## config.mk

```make
export PLATFORM = sky130hd
export DESIGN_NAME = vsign_inject
export DESIGN_NICKNAME = d
export VERILOG_FILES = /design/src/rtl/vsgn_pkg.sv /design/src/rtl/vsgn_lane.sv /design/src/rtl/vsgn_slice.sv /design/src/rtl/vsign_inject.sv
export SDC_FILE = /design/constraint.sdc
export NUM_CORES = 1
export LEC_CHECK = 0
export ABC_AREA = 1
export BUFFER_PORTS_ARGS = -buffer_cell sky130_fd_sc_hd__buf_2
export CAP_MARGIN = 20
export CORE_ASPECT_RATIO = 0.5
export CORE_UTILIZATION = 35
export CTS_CLUSTER_DIAMETER = 50
export DETAILED_ROUTE_END_ITERATION = 6
export SLEW_MARGIN = 20
export SYNTH_ARGS = -nofsm -noshare
export SYNTH_HDL_FRONTEND = slang
export SYNTH_SLANG_ARGS = --single-unit
```

## constraint.sdc

```tcl
create_clock -name clk -period 1.5 [get_ports clk]
set_input_delay 0.15 -clock clk [delete_from_list [all_inputs] [get_ports clk]]
set_output_delay 0.15 -clock clk [all_outputs]
set_load 0.03 [all_outputs]
```

## src/rtl/vsgn_pkg.sv

```systemverilog
package vsgn_pkg;
    typedef enum logic [1:0] {
        SEW_16  = 2'd0,
        SEW_32  = 2'd1,
        SEW_64  = 2'd2,
        SEW_BAD = 2'd3
    } sew_e;

    typedef enum logic [1:0] {
        SGN_COPY = 2'd0,
        SGN_NEG  = 2'd1,
        SGN_XOR  = 2'd2,
        SGN_RSV  = 2'd3
    } sgn_op_e;
endpackage

```

## src/rtl/vsgn_lane.sv

```systemverilog
module vsgn_lane
    import vsgn_pkg::*;
#(
    parameter int W = 32
) (
    input  logic [W-1:0] elem,
    input  logic [W-1:0] old,
    input  logic         ssign,
    input  sgn_op_e      op,
    input  logic         in_body,
    input  logic         active,
    input  logic         tail_agn,
    input  logic         inact_agn,
    output logic [W-1:0] res
);
    logic new_sign;

    // sign selection for the three variants
    always_comb begin
        unique case (op)
            SGN_NEG: new_sign = ~ssign;
            SGN_XOR: new_sign = ssign ^ elem[W-1];
            default: new_sign = ssign;
        endcase
    end

    // policy: tail first, then mask, then computed value
    always_comb begin
        if (!in_body) begin
            res = tail_agn ? '1 : old;
        end else if (!active) begin
            res = inact_agn ? '1 : old;
        end else begin
            res = {new_sign, elem[W-2:0]};
        end
    end
endmodule

```

## src/rtl/vsgn_slice.sv

```systemverilog
module vsgn_slice
    import vsgn_pkg::*;
#(
    parameter int VLEN  = 128,
    parameter int ELEN  = 64,
    parameter int W     = 32,
    parameter int MAXEL = VLEN / 16,
    parameter int VLW   = $clog2(MAXEL + 1)
) (
    input  logic [VLEN-1:0]  src_vec,
    input  logic [VLEN-1:0]  old_vec,
    input  logic [ELEN-1:0]  scalar,
    input  sgn_op_e          op,
    input  logic [VLW-1:0]   vl,
    input  logic             mask_en_n,
    input  logic [MAXEL-1:0] mask_v0,
    input  logic             tail_agn,
    input  logic             inact_agn,
    output logic [VLEN-1:0]  res
);
    localparam int NE = VLEN / W;

    logic ssign;
    logic unused_bits;

    // scalar sign with NaN-box validation
    generate
        if (W < ELEN) begin : g_boxed
            logic boxed;
            assign boxed = &scalar[ELEN-1:W];
            assign ssign = boxed & scalar[W-1];
        end else begin : g_full
            assign ssign = scalar[ELEN-1];
        end
        if (NE < MAXEL) begin : g_mask_rest
            assign unused_bits = ^{scalar[W-2:0], mask_v0[MAXEL-1:NE]};
        end else begin : g_mask_all
            assign unused_bits = ^scalar[W-2:0];
        end
    endgenerate

    genvar gi;
    generate
        for (gi = 0; gi < NE; gi++) begin : g_lane
            localparam logic [VLW-1:0] IDX = VLW'(gi);
            logic body;
            logic act;
            assign body = IDX < vl;
            assign act  = mask_en_n | mask_v0[gi];
            vsgn_lane #(.W(W)) i_lane (
                .elem      (src_vec[gi*W +: W]),
                .old       (old_vec[gi*W +: W]),
                .ssign     (ssign),
                .op        (op),
                .in_body   (body),
                .active    (act),
                .tail_agn  (tail_agn),
                .inact_agn (inact_agn),
                .res       (res[gi*W +: W])
            );
        end
    endgenerate
endmodule

```

## src/rtl/vsign_inject.sv

```systemverilog
module vsign_inject
    import vsgn_pkg::*;
#(
    parameter int VLEN    = 128,
    parameter int ELEN    = 64,
    parameter bit FP16_EN = 1'b1,
    parameter int MAXEL   = VLEN / 16,
    parameter int VLW     = $clog2(MAXEL + 1)
) (
    input  logic             clk,
    input  logic             rst_n,
    input  logic             req_valid,
    output logic             req_ready,
    input  logic [VLEN-1:0]  src_vec,
    input  logic [ELEN-1:0]  scalar,
    input  logic [1:0]       sew,
    input  logic [VLW-1:0]   vl,
    input  logic             mask_en_n,
    input  logic [MAXEL-1:0] mask_v0,
    input  logic             tail_agn,
    input  logic             inact_agn,
    input  logic [VLEN-1:0]  old_dst,
    input  logic [1:0]       variant,
    output logic             resp_valid,
    input  logic             resp_ready,
    output logic [VLEN-1:0]  dst_out
);
    typedef struct packed {
        logic            valid;
        logic [VLEN-1:0] data;
    } st_t;

    st_t st_d, st_q;
    logic [VLEN-1:0] res_w [3];
    logic [VLEN-1:0] result;
    sgn_op_e op;

    assign op = sgn_op_e'(variant);

    genvar gw;
    generate
        for (gw = 0; gw < 3; gw++) begin : g_width
            vsgn_slice #(
                .VLEN(VLEN), .ELEN(ELEN), .W(16 << gw), .MAXEL(MAXEL), .VLW(VLW)
            ) i_slice (
                .src_vec   (src_vec),
                .old_vec   (old_dst),
                .scalar    (scalar),
                .op        (op),
                .vl        (vl),
                .mask_en_n (mask_en_n),
                .mask_v0   (mask_v0),
                .tail_agn  (tail_agn),
                .inact_agn (inact_agn),
                .res       (res_w[gw])
            );
        end
    endgenerate

    always_comb begin
        if (vl == '0) begin
            result = old_dst;
        end else begin
            unique case (sew_e'(sew))
                SEW_16:  result = FP16_EN ? res_w[0] : old_dst;
                SEW_32:  result = res_w[1];
                SEW_64:  result = res_w[2];
                default: result = old_dst;
            endcase
        end
    end

    assign req_ready = !st_q.valid || resp_ready;

    always_comb begin
        st_d = st_q;
        if (resp_ready) begin
            st_d.valid = 1'b0;
        end
        if (req_valid && req_ready) begin
            st_d.valid = 1'b1;
            st_d.data  = result;
        end
    end

    always_ff @(posedge clk or negedge rst_n) begin
        if (!rst_n) begin
            st_q <= '0;
        end else begin
            st_q <= st_d;
        end
    end

    assign resp_valid = st_q.valid;
    assign dst_out    = st_q.data;

    // accepted request yields a response next cycle
    assert_accept_resp_R11: assert property (@(posedge clk) disable iff (!rst_n)
        (req_valid && req_ready) |=> resp_valid);

    // stalled response is held
    assert_stall_hold_R11: assert property (@(posedge clk) disable iff (!rst_n)
        (resp_valid && !resp_ready) |=> (resp_valid && $stable(dst_out)));

    // zero length leaves destination unchanged
    assert_vl_zero_R10: assert property (@(posedge clk) disable iff (!rst_n)
        (req_valid && req_ready && vl == '0) |=> (dst_out == $past(old_dst)));

    // magnitude of 32-bit element 0 passes through
    assert_magnitude_R1: assert property (@(posedge clk) disable iff (!rst_n)
        (req_valid && req_ready && vl != '0 && sew == 2'd1 && (mask_en_n || mask_v0[0]))
        |=> (dst_out[30:0] == $past(src_vec[30:0])));

    // agnostic tail of 64-bit element 1 is all ones
    generate
        if (VLEN >= 128) begin : g_tail_chk
            assert_tail_ones_R6: assert property (@(posedge clk) disable iff (!rst_n)
                (req_valid && req_ready && sew == 2'd2 && vl == VLW'(1) && tail_agn)
                |=> (&dst_out[127:64]));
        end
    endgenerate
endmodule

```

# ---- Word-level counts from Yosys, hierarchy flattened
# Cells that the tools add are included.
dict set report op_classes {
  n_lt_le_gt_ge 8
  eq_ne 4
  n_mux 74
  bitwise 27
  n_reduce_logical 8
}
# operator n
set op_table {}
lappend op_table {{$mux W16} 32}
lappend op_table {{$mux W32} 16}
lappend op_table {{$mux W64} 8}
lappend op_table {{$pmux W128 S3} 1}
lappend op_table {{$mux W129} 1}
lappend op_table {{$mux W128} 1}
lappend op_table {{$reduce_and A48 Y1} 1}
lappend op_table {{$reduce_and A32 Y1} 1}
lappend op_table {{$pmux W1 S2} 14}
lappend op_table {{$lt A3 B4 Y1 const A} 4}
lappend op_table {{$xor A1 B1 Y1} 14}
lappend op_table {{$lt A1 B4 Y1 const A} 2}
lappend op_table {{$lt A2 B4 Y1 const A} 2}
lappend op_table {{$or A1 B1 Y1} 8}
lappend op_table {{$eq A2 B1 Y1 const B} 2}
lappend op_table {{$eq A2 B2 Y1 const B} 2}
lappend op_table {{$logic_not A4 Y1} 1}
lappend op_table {{$not A1 Y1} 3}
lappend op_table {{$and A1 B1 Y1} 2}
lappend op_table {{$logic_not A2 Y1} 1}
lappend op_table {{$reduce_bool A2 Y1} 1}
lappend op_table {{$logic_and A1 B1 Y1} 1}
lappend op_table {{$logic_not A1 Y1} 1}
lappend op_table {{$logic_or A1 B1 Y1} 1}
lappend op_table {{$mux W1} 1}
dict set report totals {
  regBits 129
  in_bits 343
  out_inout_bits 130
  word_cells 123
}

# ---- Longest topological paths before layout
# Gate-level depths: netlist of run 1.
dict set report depth {
  depth_word 9
  ltp_mapped 16
  mapped_depth_nobuf 16
}

# ---- Hierarchy
# From an unflattened synthesis of run 1, not the netlist that was laid out.
dict set report hier_totals {
  hier_cells 3533
  hier_area_um2 19463.7
}
# mod n_inst cells_per_inst area_each_um2 seq_area_each_um2
set by_module_without_submodules {}
lappend by_module_without_submodules {vsign_inject 1 1804 10223.6 3228.1}
lappend by_module_without_submodules {{vsgn_lane (g_width[0].i_slice.g_lane[0].i_lane ...)} 8 75 404.1 0.0}
lappend by_module_without_submodules {{vsgn_lane (g_width[1].i_slice.g_lane[0].i_lane ...)} 4 132 713.2 0.0}
lappend by_module_without_submodules {{vsgn_lane (g_width[2].i_slice.g_lane[0].i_lane ...)} 2 246 1341.3 0.0}
lappend by_module_without_submodules {{vsgn_slice (g_width[0].i_slice)} 1 65 275.3 0.0}
lappend by_module_without_submodules {{vsgn_slice (g_width[1].i_slice)} 1 37 165.2 0.0}
lappend by_module_without_submodules {{vsgn_slice (g_width[2].i_slice)} 1 7 31.3 0.0}

# ---- Least setup slack after synthesis of run 1
# Ideal clock, no wire load.
dict set report synth_path {
  path_kind {register to register}
  start {register st_q, in the netlist resp_valid}
  end {register st_q, in the netlist dst_out[0]}
  arrival_ns 1.826
  required_ns 1.434
  path_slack_ns -0.393
  stages_incl_launch_ff 8
  path_buffers 2
  period_less_slack_ns 1.893
  cell_sequence {dfrtp_1 nand2_1 nand2_1 inv_2 clkbuf_1 clkbuf_1 o221ai_1 nand2_1}
}
dict set report synth_via {
  elab_chain_cells 3
}
# item line_no
set synth_lines {}
lappend synth_lines {{from (decl)} vsign_inject.sv:33} ;# st_t st_d, st_q;
lappend synth_lines {{from (signal assigned)} vsign_inject.sv:90} ;# st_q <= st_d;
lappend synth_lines {{$logic_not A1 Y1} vsign_inject.sv:73} ;# assign req_ready = !st_q.valid || resp_ready;
lappend synth_lines {{$logic_or A1 B1 Y1} vsign_inject.sv:73}
lappend synth_lines {{net req_ready} vsign_inject.sv:13} ;# output logic req_ready,
lappend synth_lines {{$logic_and A1 B1 Y1} vsign_inject.sv:80} ;# if (req_valid && req_ready) begin
# The timed path passes the listed nets, and every way through them passes these cells.
# A chain may end at the register's enable or synchronous reset.

# ---- Worst setup path after layout of run 1
dict set report layout_path {
  start {register st_q, in the netlist resp_valid}
  end {register st_q, in the netlist dst_out[113]}
}
dict set report layout_via {
  elab_chain_cells 3
}
# item line_no
set layout_lines {}
lappend layout_lines {{$logic_not A1 Y1} vsign_inject.sv:73}
lappend layout_lines {{$logic_or A1 B1 Y1} vsign_inject.sv:73}
lappend layout_lines {{$logic_and A1 B1 Y1} vsign_inject.sv:80}
# No other way between the ends.

==> out/metrics.cfg, run 1 <==
[logic_synthesis]
syn_nets = 2969
synth_ff_type = sky130_fd_sc_hd__dfrtp_1
yosys.area_share.adder_pct = 0.1671
post-synth-top-area-fraction_pct = 21.55
synth-async-reset-ratio_pct = 100.0
synth.largest_area_cell = sky130_fd_sc_hd__dfrtp_1
synth_area_leaders = sky130_fd_sc_hd__dfrtp_1 (22%), sky130_fd_sc_hd__nand2_1 (18%), sky130_fd_sc_hd__o21ai_0 (9.9%)
synth_edf_count = 0
post_synth_instance_area_um2 = 14980
synth.avg_cell_area_um2 = 5.708
synth_compound_gate_area_share_pct = 32.14
main_combinational_cell_family_by_area_after_synthesis = simple AND/OR/NAND/NOR gates
sequential_fraction_of_the_synthesis_area_pct = 21.55
synthCells = 2624
synth.distinct_cells = 42
synth_simple_gate_area_share_pct = 36.09
synth_warnings = 0
post_synth_mux_area_share_pct = 0
synth_xor_xnor_area_share_pct = 0
postSynthRegisterBits = 129

[setup_path]
crit_family = flip-flops
critPathLaunch = resp_valid
critPathMaxFanout = 76
worstPathCellList = nand2_4 -> nand2_8 -> buf_16 -> a31oi_1 -> o21ai_1 -> nand2_1
reg2reg_setup_slack_ns = 0.08
crit_end = dst_out[113]
r2r_end = dst_out[113]
cpMaxStageDelayCell = sky130_fd_sc_hd__dfrtp_2
cp_data_arrival_time_ns = 1.83
timing.critical_path.depth = 6
startpoint_type = flop
cp.buffers_inverters = 1
req_time_crit_path_ns = 1.91
rr_startpoint = resp_valid
worst_path_largest_cell_delay_ns = 0.42
reg2regPathDepth = 6
timing.setup.critical_path_class = flop to flop
crit_path_capture_type = flop

[pwr]
p_clk_share_pct = 27.9
total_leakage_power_nw = 9.916
irDropWorstVdd_v = 0.0008948
pwr-share-comb_pct = 45.3
power_report.internal_total_mw = 9.627
seq_power_share_pct = 26.8
power_switching_share_pct = 42.84
p_switching_mw = 7.215
cellPowerDensity_nw_per_um2 = 793.3

[cells_and_area]
syn_to_final_growth_pct = 41.74
top_library_cells_by_usage_in_the_layout_fill_and_taps_aside = sky130_fd_sc_hd__nand2_1 (720), sky130_fd_sc_hd__buf_2 (453), sky130_fd_sc_hd__nor2_1 (302), sky130_fd_sc_hd__o21ai_0 (287), sky130_fd_sc_hd__a21oi_1 (199)
regArea_um2 = 3229
num-nets-final = 3526
commonest_non_fill_non_tap_cell_in_the_layout = sky130_fd_sc_hd__nand2_1
layout-drive-gt1-share_pct = 25.39
final.fill_count = 4275
multi_input_gate_area_in_the_final_layout_um2 = 10380

[sta]
timing_worst_slew_pin_value_ns = 0.4553
clock_skew_ns = 0.01069
layout_min_cycle_time_ns = 1.421
number_of_setup_violations_in_the_final_report = 0
relSlewSlack_pct = 69.61
final-hold-violation-count = 0
final.hold.worst_slack_ns = 0.01285
period_share_pct = 94.74
setup_tns_ns = 0
fmax_mhz = 703.7
final_max_slew_viol_count = 0

[global_route]
grt_pass1_wl_um = 110000
pin_count_of_the_biggest_net_entering_global_routing = 77
grt.total_usage_pct = 31.49
first_global_vias = 19965
grt_antenna_before_repair = 10
grt_remaining_overflow = 0

[route]
drt-total-wl_um = 70380
wl_per_cell_um = 18.60
vias_per_cell = 5.642
detailedRoute.firstIterationViolations = 2253
remaining_drc_errors = 1
ant_nets = 0
dr_total_vias = 21342
detailedRoute.firstPassIterationCount = 7

[job]
timing.max_cap.violations = 0

[run_status]
violations_in_the_final_reports = DRC
run_status = finished, violations left

[clock_tree]
tritoncts = built
clockRootBuffer = sky130_fd_sc_hd__clkbuf_16
clk_latency_ns = 0.46
max-clock-path-buffers = 2
cts_htree_levels = 4
clock_sink_count = 129
clkTransAtPathRegs_ns = 0.07
cts_inserted_buffers = 17

[hold_path]
min-delay-path-class = primary input to flop
hold_depth = 3

[placement]
detailedPlacementHpwl_um = 49850
io_buffers = 457
globalplace.congestion = 0.9714

[die]
die_height_um = 148.3
fp.dieW_um = 294.6
initial_utilization_pct = 35.57
io_pins = 473
design.core.area_um2 = 42110
die_area_um2 = 43680
rows = 53

-- power by group through the flow --
stage | combinational (mW) | sequential, mW | clock, mW
2_1_floorplan | 3.03 | 5.77 | 0
3_3_place_gp | 7.25 | 4.57 | 0
3_5_place_dp | 7.32 | 4.56 | 0
4_1_cts | 7.52 | 4.51 | 4.75
5_1_grt | 8.29 | 4.59 | 4.91
6_report | 7.63 | 4.52 | 4.69
-- synthesized netlist by cell type (8+ instances only) --
cell                        instances
sky130_fd_sc_hd__buf_1             11
sky130_fd_sc_hd__nor3_1            37
sky130_fd_sc_hd__o221ai_1          24
sky130_fd_sc_hd__nor2_1           312
sky130_fd_sc_hd__or2_2             42
sky130_fd_sc_hd__o2111ai_1         17
sky130_fd_sc_hd__a211oi_1          16
sky130_fd_sc_hd__a21oi_1          204
sky130_fd_sc_hd__dfrtp_1          129
sky130_fd_sc_hd__a221oi_1          11
sky130_fd_sc_hd__buf_2             80
sky130_fd_sc_hd__nand4_1           19
sky130_fd_sc_hd__nand2_1          725
sky130_fd_sc_hd__nand3_1          158
sky130_fd_sc_hd__o21ai_0          296
sky130_fd_sc_hd__inv_2             13
sky130_fd_sc_hd__a31oi_1           36
sky130_fd_sc_hd__o21ai_1           34
sky130_fd_sc_hd__o22ai_1            8
sky130_fd_sc_hd__o311ai_0          10
sky130_fd_sc_hd__inv_1            122
sky130_fd_sc_hd__clkbuf_1         131
sky130_fd_sc_hd__o211ai_1         143
-- repair_timing --
item	CTS	global route
gates resized for setup	0	30
endpoints found under the hold margin	199	1
setup buffers	0	0
setup endpoints to repair	0	21
hold buffers	85	1
-- sequential cells by signal, indices dropped and copies added, names as in the netlist --
register    count
dst_out       128
resp_valid      1
-- routing by layer --
layer	share of wire (%)	vias up	GRT usage, %
li1	-	10159	-
met1	41	9965	40.00
met2	47	1018	51.65
met3	7.3	200	5.230
met4	4.6	0	16.15
met5	0	-	0
-- layout make-up --
type	instances	area share, %
multi-input combinational	2129	48.89
timing repair buffer	768	26.92
sequential	129	15.21
tap	577	3.401
inverter	136	2.487
clock buffer	21	2.216
clock inverter	11	0.7308
antenna	12	0.1414
-- worst register-to-register path: stages, from the launching register on --
cell and delay [ns]:
sky130_fd_sc_hd__dfrtp_2 0.42, sky130_fd_sc_hd__nand2_4 0.10, sky130_fd_sc_hd__nand2_8 0.08, sky130_fd_sc_hd__buf_16 0.22, sky130_fd_sc_hd__a31oi_1 0.35, sky130_fd_sc_hd__o21ai_1 0.12, sky130_fd_sc_hd__nand2_1 0.07
-- worst min-delay path by stage --
stage / startpoint / endpoint / slack [ns]
6_report: old_dst[78] / dst_out[78] / 0.01
5_1_grt: old_dst[103] / dst_out[103] / 0.02
4_1_cts: old_dst[81] / dst_out[81] / 0.0003
3_5_place_dp: rst_n / dst_out[117] / 0.07
3_3_place_gp: rst_n / dst_out[118] / 0.07
2_1_floorplan: rst_n / dst_out[0] / -0.15
-- logic make-up after synthesis --
kind of cell | after synthesis
simple gates | 1313
flops | 129
compound gates | 814
fa+ha+maj | 2
buf+inv | 366
-- stage by stage --
stage	total power, mW	std cells	cell area [µm²]	utilization (%)	worst slack [ns]
after floorplan	8.801	2624	15000	-	0.002600
after global placement	11.82	3653	19610	46.56	-0.2886
after CTS	16.78	3770	21080	50.06	0.004954
after global routing	17.78	3781	21230	50.41	-0.009072
after detailed placement	11.88	3653	19610	46.56	-0.2921
final	16.84	3783	21230	50.42	0.07886
(Power assumes the default switching activity.)
==> run 2, diff against run 1 <==
CTS_BUF_LIST = sky130_fd_sc_hd__clkbuf_4   (was unset)
==> run 2 against run 1 <==
The run now ends clean. Global-route usage rose by 0.71 points. Combinational power up 5.1%. Count of clock-buffer cells in the layout is 3 lower. Worst hold slack gained 0.049 ns. Setup slack worse by 0.071 ns. Routed wire length grew 2.6%. Design area grew 4.6%. Final cell count is 3.2% higher. Non-clock buffer count rose by 126. Clock power down 39%. Sequential cell count is the same. Largest cell class unchanged.
==> out/metrics.cfg, run 2 (synthesized netlist as in run 1, its figures left out) <==
[global_route]
pin_count_of_the_biggest_net_entering_global_routing = 77  ; unchanged
grt_remaining_overflow = 0  ; unchanged
top_usage_layer = met2
grt_pass1_wl_um = 112800  ; +2.6%
grt.met3_usage_pct = 5.320  ; +0.090 points
grt.total_usage_pct = 32.20  ; +0.71 points
global_route.usage.met1_pct = 40.06  ; +0.065 points
grt_antenna_before_repair = 7  ; -3
global_route.usage.met2_pct = 53.15  ; +1.5 points
first_global_vias = 20866  ; +4.5%

[hold_path]
min-delay-path-class = primary input to async pin

[placement]
pre_cts_ws_ns = -0.2921  ; unchanged
globalplace.congestion = 0.9714  ; unchanged
post_dp_cell_area_um2 = 19610  ; unchanged
placedCellCount = 3653  ; unchanged
io_buffers = 457  ; unchanged
detailedPlacementHpwl_um = 49850  ; unchanged

[sta]
number_of_setup_violations_in_the_final_report = 0  ; unchanged
setup_ws_ns = 0.007925  ; -0.07094 ns
clock_skew_ns = 0.02578  ; +0.01509 ns
rsz_0062_raised_after_global_routing = yes
final-hold-violation-count = 0  ; unchanged
timing_worst_slew_pin_value_ns = 0.4572  ; +0.001898 ns
fmax_mhz = 670.2  ; -4.8%
layout_min_cycle_time_ns = 1.492  ; +0.07094 ns
final_max_slew_viol_count = 0  ; unchanged
relSlewSlack_pct = 69.48  ; -0.13 points
period_share_pct = 99.47  ; +4.7 points

[clock_tree]
clockRootBuffer = sky130_fd_sc_hd__clkbuf_4
cts_htree_levels = 4  ; unchanged
tritoncts = built
clock_sink_count = 129  ; unchanged
cts_inserted_buffers = 17  ; unchanged
clk_latency_ns = 0.66  ; +0.20 ns
max-clock-path-buffers = 2  ; unchanged
clkTransAtPathRegs_ns = 0.15  ; +0.08 ns

[cells_and_area]
flip_flop_count_of_the_largest_register_all_copies_and_words_added = 128  ; unchanged
syn_to_final_growth_pct = 48.22
final.fill_count = 4175  ; -2.3%
multi_input_gate_area_in_the_final_layout_um2 = 10340  ; -0.40%
num-nets-final = 3652  ; +3.6%
commonest_non_fill_non_tap_cell_in_the_layout = sky130_fd_sc_hd__nand2_1
regArea_um2 = 3232  ; about the same
final_util_pct = 52.72  ; +2.3 points
fin_cells = 3905  ; +3.2%
stdcell_area_um2 = 22200  ; +4.6%
top_library_cells_by_usage_in_the_layout_fill_and_taps_aside = sky130_fd_sc_hd__nand2_1 (721), sky130_fd_sc_hd__buf_2 (440), sky130_fd_sc_hd__nor2_1 (306), sky130_fd_sc_hd__o21ai_0 (295), sky130_fd_sc_hd__dlygate4sd3_1 (204)
layout-drive-gt1-share_pct = 24.37  ; -1.0 points

[route]
wl_per_cell_um = 18.49  ; -0.62%
detailedRoute.firstIterationViolations = 2344  ; +4.0%
drt-total-wl_um = 72200  ; +2.6%
remaining_drc_errors = 0  ; -1
ant_nets = 0  ; unchanged
detailedRoute.firstPassIterationCount = 6  ; -1
dr_total_vias = 22069  ; +3.4%
vias_per_cell = 5.651  ; +0.18%

[pwr]
p_clk_share_pct = 18.6  ; -9.3 points
report.power.total_mw = 15.41  ; -8.5%
irDropWorstVdd_v = 0.0004607  ; -49%
power_switching_share_pct = 46.02  ; +3.2 points
p_switching_mw = 7.091  ; -1.7%
power_report.internal_total_mw = 8.320  ; -14%
total_leakage_power_nw = 10.32  ; +4.1%
pwr-share-comb_pct = 52.1  ; +6.8 points
cellPowerDensity_nw_per_um2 = 694.2  ; -13%
seq_power_share_pct = 29.3  ; +2.5 points

[setup_path]
crit_family = flip-flops
cp_data_arrival_time_ns = 1.34  ; -0.49 ns
crit_path_capture_type = output port
cp.buffers_inverters = 1  ; unchanged
worst_path_largest_cell_delay_ns = 0.46  ; +0.04 ns
req_time_crit_path_ns = 1.35  ; -0.56 ns
startpoint_type = flop
cpMaxStageDelayCell = sky130_fd_sc_hd__dfrtp_2
timing.setup.critical_path_class = flop to output port
critPathMaxFanout = 3  ; -96%
worstPathCellList = nand2_4 -> buf_6

[die]
io_pins = 473  ; unchanged
die_area_um2 = 43680  ; unchanged
design.core.area_um2 = 42110  ; unchanged
rows = 53  ; unchanged
die_height_um = 148.3  ; unchanged
fp.dieW_um = 294.6  ; unchanged
initial_utilization_pct = 35.57  ; unchanged

[job]
timing.max_cap.violations = 0  ; unchanged

[run_status]
run_status = finished clean

[run 2: cell count changes in the layout (fill, tap and decap cells not counted), moves of 7 or more]
cell,before,now
sky130_fd_sc_hd__dlygate4sd3_1,85,204
sky130_fd_sc_hd__o21ai_0,287,295
sky130_fd_sc_hd__buf_2,453,440
sky130_fd_sc_hd__clkbuf_4,0,19
sky130_fd_sc_hd__clkbuf_16,18,2
sky130_fd_sc_hd__buf_6,2,10
sky130_fd_sc_hd__o21ai_1,42,35
sky130_fd_sc_hd__buf_4,160,170
[run 2: worst min-delay path, stage by stage]
cell and delay [ns]:
sky130_fd_sc_hd__dlygate4sd3_1 0.54, sky130_fd_sc_hd__buf_6 0.20, sky130_fd_sc_hd__buf_12 0.21
[run 2: through the flow]
step	TNS [ns]	hold WS, ns
3_5_place_dp	-26.93	0.06722
6_report	0	0.06224
2_1_floorplan	0	-0.1456
3_3_place_gp	-23.68	0.06551
5_1_grt	-0.2234	0.05744
4_1_cts	-0.05095	0.003631
[run 2: path summary, 6_finish.rpt]
kind | depth (start not counted) | slack (ns) | to | startpoint
max | 2 | 0.008 | req_ready | resp_valid
max in group asynchronous | 3 | 1.14 | dst_out[51] | rst_n
min | 3 | 0.06 | dst_out[118] | rst_n
min reg2reg | 2 | 0.49 | dst_out[13] | dst_out[13]
max reg2reg | 6 | 0.008 | dst_out[20] | resp_valid
min in group clk | 7 | 0.06 | dst_out[87] | src_vec[87]
[run 2: repair_timing]
action | CTS | global route
gates cloned | 0 | 2
pin swaps | 1 | 0
endpoints found under the setup margin | 14 | 28
buffers inserted | 3 | 2
resized for setup | 24 | 10
endpoints found under the hold margin | 258 | 0
hold buffers | 205 | 0
[run 2: area by class of cell]
type / instances / share of cell area [%]
multi-input combinational: 2129 / 46.57
sequential: 129 / 14.56
timing repair buffer: 894 / 31.77
tap: 577 / 3.252
clock inverter: 14 / 0.7496
clock buffer: 18 / 0.6087
inverter: 136 / 2.401
antenna: 8 / 0.09017
[run 2: routing by layer]
metal,share of wire [%],vias to the layer above
met2,47,1202
met1,40,10200
met4,5.3,0
met5,0,-
met3,7.7,264
li1,-,10403
[run 2: power by group through the flow]
stage	Combinational (mW)	Clock (mW)	Sequential, mW
after floorplan	3.03	0	5.77
after global placement	7.25	0	4.57
after detailed placement	7.32	0	4.56
after CTS	7.85	2.96	4.51
after global routing	8.68	3.06	4.59
final	8.02	2.87	4.52
